**src/rtl/ps2_link_pkg.sv**
```systemverilog
package ps2_link_pkg;

  localparam int BIT_W      = 4;
  localparam int LAST_BIT   = 10;
  localparam int ABORT_LAST = 9;
  localparam int RX_LAST    = 9;
  localparam int SETTLE     = 4;

  typedef enum logic [3:0] {
    ST_IDLE,
    ST_TX_HI,
    ST_TX_LO,
    ST_TX_END,
    ST_RX_LO,
    ST_RX_HI,
    ST_ACK_LO,
    ST_ACK_HI,
    ST_REST
  } linkState_t;

  typedef struct packed {
    logic tickClr;
    logic bitClr;
    logic bitInc;
    logic rxShift;
    logic rxDone;
    logic txCommit;
    logic txAbort;
  } linkStrobe_t;

endpackage

```
**src/rtl/ps2_link_dp.sv**
```systemverilog
module ps2_link_dp
  import ps2_link_pkg::*;
#(
  parameter int HALF_TICKS = 2000
) (
  input  logic              clk,
  input  logic              rstN,
  input  linkStrobe_t       st,
  input  logic              ps2ClkIn,
  input  logic              ps2DataIn,
  input  logic [7:0]        txByte,
  input  logic              txValid,
  output logic              txReady,
  output logic              txDone,
  output logic [7:0]        rxByte,
  output logic              rxValid,
  output logic              rxParityErr,
  output logic              rxFrameErr,
  output logic              syncClk,
  output logic              syncData,
  output logic              phaseEnd,
  output logic              firstHalf,
  output logic              settled,
  output logic [BIT_W-1:0]  bitIdx,
  output logic              curBit,
  output logic              prevBit
);

  localparam int TICK_W = $clog2(HALF_TICKS + 1);

  logic [1:0]        clkSync;
  logic [1:0]        dataSync;
  logic [TICK_W-1:0] tick;
  logic              bufFull;
  logic [7:0]        bufData;
  logic [9:0]        rxSh;

  function automatic logic frameAt(input logic [BIT_W-1:0] idx, input logic [7:0] d);
    logic [2:0] pos;
    pos = 3'(idx - 4'd1);
    if (idx == 4'd0)       return 1'b0;
    else if (idx <= 4'd8)  return d[pos];
    else if (idx == 4'd9)  return ~(^d);
    else                   return 1'b1;
  endfunction

  // two-stage line synchronizers, idle level high
  always_ff @(posedge clk or negedge rstN) begin
    if (!rstN) begin
      clkSync  <= 2'b11;
      dataSync <= 2'b11;
    end else begin
      clkSync  <= {clkSync[0], ps2ClkIn};
      dataSync <= {dataSync[0], ps2DataIn};
    end
  end

  assign syncClk  = clkSync[1];
  assign syncData = dataSync[1];

  // phase tick counter
  always_ff @(posedge clk or negedge rstN) begin
    if (!rstN)                  tick <= '0;
    else if (st.tickClr || phaseEnd) tick <= '0;
    else                        tick <= tick + 1'b1;
  end

  assign phaseEnd  = (tick == TICK_W'(HALF_TICKS - 1));
  assign firstHalf = (tick <  TICK_W'(HALF_TICKS / 2));
  assign settled   = (tick >= TICK_W'(SETTLE));

  // bit index within the frame
  always_ff @(posedge clk or negedge rstN) begin
    if (!rstN)          bitIdx <= '0;
    else if (st.bitClr) bitIdx <= '0;
    else if (st.bitInc) bitIdx <= bitIdx + 1'b1;
  end

  // one-byte transmit buffer, kept on abort
  always_ff @(posedge clk or negedge rstN) begin
    if (!rstN) begin
      bufFull <= 1'b0;
      bufData <= '0;
      txDone  <= 1'b0;
    end else begin
      txDone <= st.txCommit;
      if (st.txCommit) begin
        bufFull <= 1'b0;
      end else if (txValid && !bufFull) begin
        bufFull <= 1'b1;
        bufData <= txByte;
      end
    end
  end

  assign txReady = !bufFull;
  assign curBit  = frameAt(bitIdx, bufData);
  assign prevBit = (bitIdx == '0) ? 1'b1 : frameAt(bitIdx - 1'b1, bufData);

  // receive shifter and result register
  always_ff @(posedge clk or negedge rstN) begin
    if (!rstN) begin
      rxSh        <= '0;
      rxByte      <= '0;
      rxValid     <= 1'b0;
      rxParityErr <= 1'b0;
      rxFrameErr  <= 1'b0;
    end else begin
      rxValid <= 1'b0;
      if (st.rxShift) rxSh <= {syncData, rxSh[9:1]};
      if (st.rxDone) begin
        rxByte      <= rxSh[7:0];
        rxParityErr <= ~(^rxSh[8:0]);
        rxFrameErr  <= ~rxSh[9];
        rxValid     <= 1'b1;
      end
    end
  end


  abort_keeps_byte_chk: assert property (@(posedge clk) disable iff (!rstN)
    st.txAbort |=> (bufFull && $stable(bufData)));


  busy_ignores_offer_chk: assert property (@(posedge clk) disable iff (!rstN)
    (bufFull && txValid && !st.txCommit) |=> (bufFull && $stable(bufData)));


  rx_pulse_single_chk: assert property (@(posedge clk) disable iff (!rstN)
    rxValid |=> !rxValid);

endmodule

```
**src/rtl/ps2_link_ctrl.sv**
```systemverilog
module ps2_link_ctrl
  import ps2_link_pkg::*;
#(
  parameter int HALF_TICKS = 2000
) (
  input  logic             clk,
  input  logic             rstN,
  input  logic             syncClk,
  input  logic             syncData,
  input  logic             phaseEnd,
  input  logic             firstHalf,
  input  logic             settled,
  input  logic [BIT_W-1:0] bitIdx,
  input  logic             curBit,
  input  logic             prevBit,
  input  logic             bufFull,
  output linkStrobe_t      st,
  output logic             clkDrvLow,
  output logic             dataDrvLow
);

  localparam int RUN_W = $clog2(HALF_TICKS + 2);

  linkState_t state, nxt;
  logic       clkLowNxt, dataLowNxt;

  always_comb begin
    nxt        = state;
    st         = '0;
    clkLowNxt  = 1'b0;
    dataLowNxt = 1'b0;
    unique case (state)
      ST_IDLE: begin
        if (syncClk && !syncData) begin
          nxt = ST_RX_LO; st.tickClr = 1'b1; st.bitClr = 1'b1;
        end else if (syncClk && syncData && bufFull) begin
          nxt = ST_TX_HI; st.tickClr = 1'b1; st.bitClr = 1'b1;
        end
      end
      ST_TX_HI: begin
        dataLowNxt = firstHalf ? ~prevBit : ~curBit;
        if (settled && !syncClk && bitIdx <= BIT_W'(ABORT_LAST)) begin
          nxt = ST_REST; st.tickClr = 1'b1; st.txAbort = 1'b1;
          dataLowNxt = 1'b0;
        end else if (phaseEnd) begin
          nxt = ST_TX_LO; st.tickClr = 1'b1;
        end
      end
      ST_TX_LO: begin
        clkLowNxt  = 1'b1;
        dataLowNxt = ~curBit;
        if (phaseEnd) begin
          st.tickClr = 1'b1;
          if (bitIdx == BIT_W'(LAST_BIT)) nxt = ST_TX_END;
          else begin nxt = ST_TX_HI; st.bitInc = 1'b1; end
        end
      end
      ST_TX_END: begin
        if (phaseEnd) begin
          nxt = ST_IDLE; st.tickClr = 1'b1; st.txCommit = 1'b1;
        end
      end
      ST_RX_LO: begin
        clkLowNxt = 1'b1;
        if (phaseEnd) begin nxt = ST_RX_HI; st.tickClr = 1'b1; end
      end
      ST_RX_HI: begin
        if (phaseEnd) begin
          st.tickClr = 1'b1; st.rxShift = 1'b1;
          if (bitIdx == BIT_W'(RX_LAST)) nxt = ST_ACK_LO;
          else begin nxt = ST_RX_LO; st.bitInc = 1'b1; end
        end
      end
      ST_ACK_LO: begin
        clkLowNxt = 1'b1; dataLowNxt = 1'b1;
        if (phaseEnd) begin nxt = ST_ACK_HI; st.tickClr = 1'b1; end
      end
      ST_ACK_HI: begin
        dataLowNxt = 1'b1;
        if (phaseEnd) begin
          nxt = ST_REST; st.tickClr = 1'b1; st.rxDone = 1'b1;
        end
      end
      ST_REST: begin
        if (phaseEnd) begin nxt = ST_IDLE; st.tickClr = 1'b1; end
      end
      default: nxt = ST_IDLE;
    endcase
  end

  always_ff @(posedge clk or negedge rstN) begin
    if (!rstN) begin
      state      <= ST_IDLE;
      clkDrvLow  <= 1'b0;
      dataDrvLow <= 1'b0;
    end else begin
      state      <= nxt;
      clkDrvLow  <= clkLowNxt;
      dataDrvLow <= dataLowNxt;
    end
  end

  // checker: length of each driven-low clock phase
  logic [RUN_W-1:0] lowRun;
  always_ff @(posedge clk or negedge rstN) begin
    if (!rstN)          lowRun <= '0;
    else if (clkDrvLow) lowRun <= lowRun + 1'b1;
    else                lowRun <= '0;
  end


  low_phase_len_chk: assert property (@(posedge clk) disable iff (!rstN)
    $fell(clkDrvLow) |-> (lowRun == RUN_W'(HALF_TICKS)));


  data_hold_chk: assert property (@(posedge clk) disable iff (!rstN)
    (clkDrvLow && $past(clkDrvLow)) |-> $stable(dataDrvLow));


  inhibit_no_start_chk: assert property (@(posedge clk) disable iff (!rstN)
    (state == ST_IDLE && !syncClk) |=> (state == ST_IDLE));


  rts_first_chk: assert property (@(posedge clk) disable iff (!rstN)
    (state == ST_IDLE && syncClk && !syncData) |=> (state == ST_RX_LO));

endmodule

```
**src/rtl/ps2_dev_link.sv**
```systemverilog
module ps2_dev_link
  import ps2_link_pkg::*;
#(
  parameter int HALF_TICKS = 2000
) (
  input  logic       clk,
  input  logic       rstN,
  input  logic       ps2ClkIn,
  input  logic       ps2DataIn,
  output logic       ps2ClkDrvLow,
  output logic       ps2DataDrvLow,
  input  logic [7:0] txByte,
  input  logic       txValid,
  output logic       txReady,
  output logic       txDone,
  output logic [7:0] rxByte,
  output logic       rxValid,
  output logic       rxParityErr,
  output logic       rxFrameErr
);

  linkStrobe_t      st;
  logic             syncClk, syncData, phaseEnd, firstHalf, settled;
  logic             curBit, prevBit;
  logic [BIT_W-1:0] bitIdx;

  ps2_link_dp #(.HALF_TICKS(HALF_TICKS)) uDp (
    .clk(clk), .rstN(rstN), .st(st),
    .ps2ClkIn(ps2ClkIn), .ps2DataIn(ps2DataIn),
    .txByte(txByte), .txValid(txValid), .txReady(txReady), .txDone(txDone),
    .rxByte(rxByte), .rxValid(rxValid), .rxParityErr(rxParityErr),
    .rxFrameErr(rxFrameErr),
    .syncClk(syncClk), .syncData(syncData), .phaseEnd(phaseEnd),
    .firstHalf(firstHalf), .settled(settled), .bitIdx(bitIdx),
    .curBit(curBit), .prevBit(prevBit)
  );

  ps2_link_ctrl #(.HALF_TICKS(HALF_TICKS)) uCtrl (
    .clk(clk), .rstN(rstN),
    .syncClk(syncClk), .syncData(syncData), .phaseEnd(phaseEnd),
    .firstHalf(firstHalf), .settled(settled), .bitIdx(bitIdx),
    .curBit(curBit), .prevBit(prevBit), .bufFull(!txReady),
    .st(st), .clkDrvLow(ps2ClkDrvLow), .dataDrvLow(ps2DataDrvLow)
  );

endmodule

```
**config.mk**
```make
export PLATFORM = sky130hd
export DESIGN_NAME = ps2_dev_link
export DESIGN_NICKNAME = d
export VERILOG_FILES = /design/src/rtl/ps2_link_pkg.sv /design/src/rtl/ps2_link_dp.sv /design/src/rtl/ps2_link_ctrl.sv /design/src/rtl/ps2_dev_link.sv
export SDC_FILE = /design/constraint.sdc
export NUM_CORES = 1
export LEC_CHECK = 0
export BUFFER_PORTS_ARGS = -buffer_cell sky130_fd_sc_hd__buf_4
export CAP_MARGIN = 20
export CORE_ASPECT_RATIO = 0.75
export CORE_UTILIZATION = 40
export CTS_CLUSTER_DIAMETER = 80
export CTS_CLUSTER_SIZE = 25
export DETAILED_ROUTE_END_ITERATION = 10
export PLACE_DENSITY = 0.68
export SKIP_LAST_GASP = 1
export SYNTH_ARGS = -nofsm -noshare
export SYNTH_HDL_FRONTEND = slang
export SYNTH_SLANG_ARGS = --single-unit
```
**constraint.sdc**
```tcl
create_clock -name clk -period 3.05 [get_ports clk]
set_input_delay 0.4575 -clock clk [delete_from_list [all_inputs] [get_ports clk]]
set_output_delay 0.4575 -clock clk [all_outputs]
set_load 0.05 [all_outputs]
```
==> run metrics, run 1 <==
final setup violation count 0; post-CTS setup repair buffer count 0; Final Core Density 47.7%; Post-Syn Area per Cell 10.7 um2; initial core utilization 42.6%; post-route minimum period 2.57 ns; FF-to-FF Start uDp.bitIdx[0]; max incr delay on CP 0.54 ns; Post-Route Setup TNS 0 ns; top post-synthesis cells by area dfrtp_1 44%, xnor2_1 6.2%, ha_1 4.2%; period utilisation layout a little over four fifths; Warnings, synthesis 0; Residual DRC 0; Worst Setup End Kind register; Root Buffer clkbuf_8; P&R area growth vs syn 12.1%; fin area 3350 um2; Max Freq 390 MHz; hold buffer count at CTS 0; H-tree depth 2; via count 2037; Crit Reg-Reg Endpoint uCtrl.dataDrvLow; Post-DP Area between 3000 and 4000 um2; CP Launch Point uDp.bitIdx[0]; die area about 7800 um2; Mapped Cells about 280; startpoint types register; crit path max fanout 10; crit path buf inv count 1; Pleak 1.63 nW; Worst Max-Slew Pin Slew 0.817 ns; crit path kind register to register; Final WS setup 0.483 ns; status completed; post-synth top area share between 40% and 50%; post-route antenna net violation count 0; Core Rows 26; mapped cell area 2990 um2; CP cell instances inv_1 > ha_1 > mux4_2 > mux2i_1 > a22oi_1 > o32a_1 > o31ai_1; slew margin rel. 45.3%; Clk Latency, worst-skew pair 0.30 ns; power per standard cell area 585 nW/um2; die extent in y 76.9 um; grt ovf 0; most frequent cells in the layout 52 x dfrtp_1, 32 x nand2_1, 28 x buf_4, 27 x nor2_1, 21 x xnor2_1; vias per cell 5.07; Worst-path clk slew around 0.090 ns; Yosys top cell by area dfrtp_1; largest net degree at the start of global routing 57; TritonCTS clock tree yes; drt total wl 5750 um; Inserted Diodes 0; Data required, critical path 3.26 ns; Worst VDD drop between 0.3 and 0.4 mV; Final HPWL DP 4110 um; Worst Skew between 0.003 and 0.004 ns; CP Capture Point uCtrl.dataDrvLow; synth unique cells 50; share of cells above drive strength 1 21.1%; final hold vios 0; Num CTS Buffers 5; first-pass GRT wire length 9740 um; vias in the first global route 1941; DR iter-0 viols 106; drt wl/cell 14.3 um; Initial DRT Pass Iterations 4; RSZ-0062 raised after global routing false; r2r setup slk 0.48 ns; Hold Path Class input port to async pin; Total GRT Usage 15.8%; Levels on crit path 7; CP delay by family, top multiplexers; Die X 102 um; GPL Wtd Cong around 0.93; Synth Register Bits 56; post-CTS resize count 0; CTS sink count 56; Post-synth EDFFs 0; Slowest-stage cell, CP dfrtp_1; Syn Nets 302; initial antenna violation count 0; total power 1.96 mW; Async S/R FF share, synth 100%; Crit path arrival time about 2.8 ns; Post-Place Setup Slack 0.509 ns; commonest non-fill, non-tap cell in the layout dfrtp_1; max_cap viols 0; Synth Flop Type dfrtp_1; io pins 28; R2R cell count 7; post-synthesis sequential area ratio between 40% and 50%; Final Max Tran Viols 0; Port Buf Inserts 27; Max Root-Sink Buffers 2; Placeable Area 7030 um2; nets 326
[power by group]
group	total, mW	switching, mW	internal, mW
Sequential	1.02	0.176	0.846
Clock	0.394	0.229	0.165
Combinational	0.546	0.291	0.255
Total	1.96	0.696	1.27
[cell type report]
class,instances,area (um2)
well taps,98,123
repair buffers,28,210
flip-flops and latches,56,1410
inverters,10,37.5
fillers,671,3670
clock buffers,7,76.3
multi-input cells,202,1490
clock inverters,1,8.76
[synthesized netlist by cell type, types with 4 or more instances]
cell      number
inv_1         10
mux2i_1        5
xnor2_1       21
clkbuf_1       5
and3_1         6
nor4_1         4
nand2_1       32
xor2_1         7
nor2b_1        6
a21oi_1        6
o21ai_0        6
ha_1          10
mux2_4         8
nand3_1       10
buf_2          5
mux2_2         8
dfstp_2        4
nor2_1        27
dfrtp_1       52
mux2_1         5
[cells by family (layout without fill, tap and decap cells)]
| logic type | Yosys count | after routing | share of synthesized area (%) |
|---|---|---|---|
| XOR/XNOR | 28 | 28 | 8.20 |
| flip-flops | 56 | 56 | 47.0 |
| adder cells (fa/ha/maj) | 10 | 10 | 4.18 |
| AND/OR/NAND/NOR | 105 | 105 | 17.9 |
| AO/OA/AOI/OAI | 31 | 31 | 7.49 |
| multiplexers | 28 | 28 | 12.1 |
| buffers and inverters | 21 | 46 | 3.10 |
[state kept, by name (all words and copies together), names as in the netlist]
signal            flops
uDp.rxByte            8
uDp.rxFrameErr        1
uDp.bitIdx            4
uDp.dataSync          2
uCtrl.dataDrvLow      1
uDp.clkSync           2
uDp.rxValid           1
uDp.bufFull           1
uDp.tick             11
uDp.txDone            1
uDp.bufData           8
uCtrl.state           4
uCtrl.clkDrvLow       1
uDp.rxParityErr       1
uDp.rxSh             10
[per-stage QoR]
step | hold WS (ns) | cells
after global routing | 0.232 | 402
after detailed placement | 0.347 | 394
after floorplan | 0.162 | 279
after CTS | 0.227 | 402
final | 0.197 | 402
after global placement | 0.347 | 394
[worst min-delay path by stage]
stage,startpoint,endpoint,cells past startpoint
6_report,rstN,uDp.bitIdx[1],1
5_1_grt,ps2ClkIn,uDp.clkSync[0],1
4_1_cts,rstN,uDp.rxByte[3],1
3_5_place_dp,uDp.dataSync[0],uDp.dataSync[1],0
3_3_place_gp,uDp.dataSync[0],uDp.dataSync[1],0
2_1_floorplan,rstN,uCtrl.clkDrvLow,0
[metal layers]
metal	track usage, %	routed length [um]	part of all wire [%]	vias to the layer above
li1	-	-	-	997
met2	22.0	2400	42	44
met1	24.8	3110	54	996
met4	2.57	0	0	0
met3	3.92	247	4.3	0
met5	0	0	0	-
Power figures use the tool's default switching activity.
==> inputs of run 2 (changes only) <==
- ABC_AREA: default -> 1
- PLACE_DENSITY: 0.68 -> 0.69
- clock period: 3.05 -> 2.1 ns (I/O delays scaled with it)
==> run 2 against run 1 <==
- combinational power increased by 47%
- power up 41%
- via count grew 27%
- sequential share of layout area decreased by 2.2 points
- clock skew grew 0.0041 ns
- non-clock buffer count up 2
- clock power is 65% higher
- critical path type unchanged
- cell count is 32% higher
- sequential power up 28%
- maximum frequency grew 31%
- clock-buffer cell count shrank 2
- highest routed layer is now met4
==> run metrics, run 2 <==
mapped cell area 3140 um2 (+5.1%); power per standard cell area 779 nW/um2 (+33%); Total GRT Usage 16.7% (+0.95 points); Residual DRC 0 (unchanged); Inserted Diodes 0 (unchanged); Max Root-Sink Buffers 2 (unchanged); crit path kind register to register; status completed; Worst Setup End Kind register; largest net degree at the start of global routing 57 (unchanged); top post-synthesis cells by area dfrtp_1 41%, nand2_1 14%, inv_1 6.0%; CP cell instances clkinv_1 > buf_4 > ha_1 > nand3_1 > nand2_1 > o22ai_1 > nand2_1 > nor2_1 > nand2_1 > nand2_1 > nand2_1 > nor2_1; Yosys top cell by area dfrtp_1; Clk pwr share 23.5% (+3.4 points); Async S/R FF share, synth 100% (unchanged); most frequent cells in the layout 120 x nand2_1, 52 x dfrtp_1, 49 x inv_1, 40 x nor2_1, 30 x buf_4; max incr delay on CP 0.48 ns (-0.06 ns); Top reg by flops uDp.tick; final setup violation count 0 (unchanged); commonest non-fill, non-tap cell in the layout nand2_1; Data required, critical path 2.36 ns (-0.90 ns); Synth Flop Type dfrtp_1; nets 453 (+39%); vias per cell 4.86 (-4.1%); net switching power figure 1.06 mW (+52%); post-route antenna net violation count 0 (unchanged); Hold Path Class input port to async pin; CTS sink count 56 (unchanged); die extent in y 78.8 um (+2.4%); Post-synth EDFFs 0 (unchanged); Worst-path clk slew 0.11 ns (+0.02 ns); Worst Max-Slew Pin Slew 0.700 ns (-0.118 ns); TritonCTS clock tree yes; multi-input logic area 1480 um2 (-0.59%); post-CTS setup repair buffer count 0 (unchanged); Pleak 1.76 nW (+8.4%); Final Max Tran Viols 0 (unchanged); most frequent CP cell nand2_1; Num CTS Buffers 5 (unchanged); Post-Syn Area per Cell 7.82 um2 (-27%); top flop regs uDp.tick x11, uDp.rxSh x10; DR iter-0 viols 164 (+55%); startpoint types register; initial core utilization 42.1% (-0.48 points); Final HPWL DP 4690 um (+14%); top post-synthesis cells by count 120 x nand2_1, 52 x dfrtp_1, 50 x inv_1, 40 x nor2_1, 24 x nand3_1; share of cells above drive strength 1 16.5% (-4.6 points); post-synth top area share 41.4% (-2.1 points); Root Buffer clkbuf_8; Synth Register Bits 56 (unchanged); H-tree depth 2 (unchanged); crit path max fanout 9 (-1); Clk Latency, worst-skew pair 0.32 ns (+0.02 ns); Inst Count DP 524 (+33%); Worst Skew 0.00807 ns (+0.00415 ns); Port Buf Inserts 27 (unchanged); post-synthesis sequential area ratio 44.8% (-2.3 points); first-pass GRT wire length 11000 um (+13%); Hold WS 0.0274 ns (-0.170 ns); Worst VDD drop 0.432 mV (+36%); Initial DRT Pass Iterations 5 (+1); drt total wl 6240 um (+8.5%); final hold vios 0 (unchanged); Mapped Cells 402 (+44%); post-route minimum period 1.95 ns (-0.614 ns); Layout Cells excl Fill 532 (+32%); Crit path arrival time 2.21 ns (-0.57 ns); synth unique cells 38 (-24%); io pins 28 (unchanged); initial antenna violation count 0 (unchanged); Core Rows 27 (+3.8%); max reg flops 11 (unchanged); drt wl/cell 11.7 um (-18%); via count 2586 (+27%); slew margin rel. 53.4% (+8.1 points); sequential share of power 47.5% (-4.6 points); combinational share of power 29.0% (+1.2 points); period utilisation layout 93.0% (+8.8 points); Syn Nets 425 (+41%); Max Freq 512 MHz (+31%); Slowest-stage cell, CP dfrtp_1; cell with the most instances after synthesis nand2_1; Placeable Area 7470 um2 (+6.2%); Layout fillers 729 (+8.6%); Die X 104 um (+2.4%); grt ovf 0 (unchanged); P&R area growth vs syn 12.7%; Int Pwr 1.70 mW (+34%); Sw Ratio 38.4% (+2.9 points); sequential cell area 1410 um2 (unchanged); die area 8220 um2 (+4.9%); Warnings, synthesis 0 (unchanged); vias in the first global route 2421 (+25%); max_cap viols 0 (unchanged); GPL Wtd Cong 0.827 (-11%)
## run 2: stage by stage
step,TNS (ns),area [um2],setup WS (ns),util (%),power [mW]
floorplan,0,3140,0.128,-,1.93
global placement,0,3440,0.187,46.0,2.11
detailed placement,0,3440,0.0554,46.0,2.13
CTS,0,3530,0.0277,47.3,2.77
global route,-0.00672,3540,-0.00672,47.4,2.95
finish,0,3540,0.148,47.4,2.76
## run 2: worst paths after layout
| path | startpoint | end | slack [ns] | depth (start not counted) |
|---|---|---|---|---|
| min in group clk | ps2ClkIn | uDp.clkSync[0] | 0.08 | 1 |
| max in group asynchronous | rstN | uCtrl.state[3] | 1.61 | 1 |
| worst max-delay path | uDp.bitIdx[0] | uDp.bitIdx[3] | 0.15 | 12 |
| worst min register to register | uDp.dataSync[0] | uDp.dataSync[1] | 0.37 | 0 |
| worst min-delay path | rstN | uDp.rxByte[4] | 0.03 | 1 |
| worst max register to register | uDp.bitIdx[0] | uDp.bitIdx[3] | 0.15 | 12 |
## run 2: final cells by class
cell class                      count  share of cell area [%]
Clock inverter                      3                   0.778
Tap cell                          101                    3.57
Sequential cell                    56                    39.7
Inverter                           54                    5.73
Clock buffer                        5                    1.94
Multi-Input combinational cell    283                    41.9
Timing Repair Buffer               30                    6.36
## run 2: cell families (layout without fill, tap and decap cells)
kind of cell | after synthesis | after routing | share of synthesized area [%]
simple gates | 213 | 213 | 30.0
buf+inv | 63 | 92 | 8.28
flops | 56 | 56 | 44.8
compound gates | 49 | 49 | 9.92
xor+xnor | 11 | 11 | 3.07
fa+ha+maj | 10 | 10 | 3.98
## run 2: power groups by stage
stage / Combinational, mW / Sequential, mW / Clock (mW)
finish: 0.800 / 1.31 / 0.649
global route: 0.919 / 1.33 / 0.701
CTS: 0.800 / 1.31 / 0.662
detailed placement: 0.802 / 1.32 / 0
global placement: 0.782 / 1.32 / 0
floorplan: 0.605 / 1.33 / 0
## run 2: routing by layer
layer / share of wire, % / track usage [%] / vias to the layer above
met2: 43 / 26.0 / 55
met5: 0 / 0 / -
met3: 4.8 / 2.71 / 6
li1: - / - / 1325
met4: 1.1 / 5.14 / 0
met1: 51 / 23.9 / 1200
## run 2: critical path: cells and delay by family, from the launching register on
kind / cells / cell delay (ns)
DFF: 1 / 0.48
and+or+nand+nor: 8 / 0.72
adders and majority gates: 1 / 0.20
AOI/OAI and AO/OA: 1 / 0.18
buffers and inverters: 2 / 0.32
## run 2: timing repair
item | CTS | global route
resized for setup | 0 | 3
setup endpoints to repair | 0 | 14
hold buffers | 0 | 0
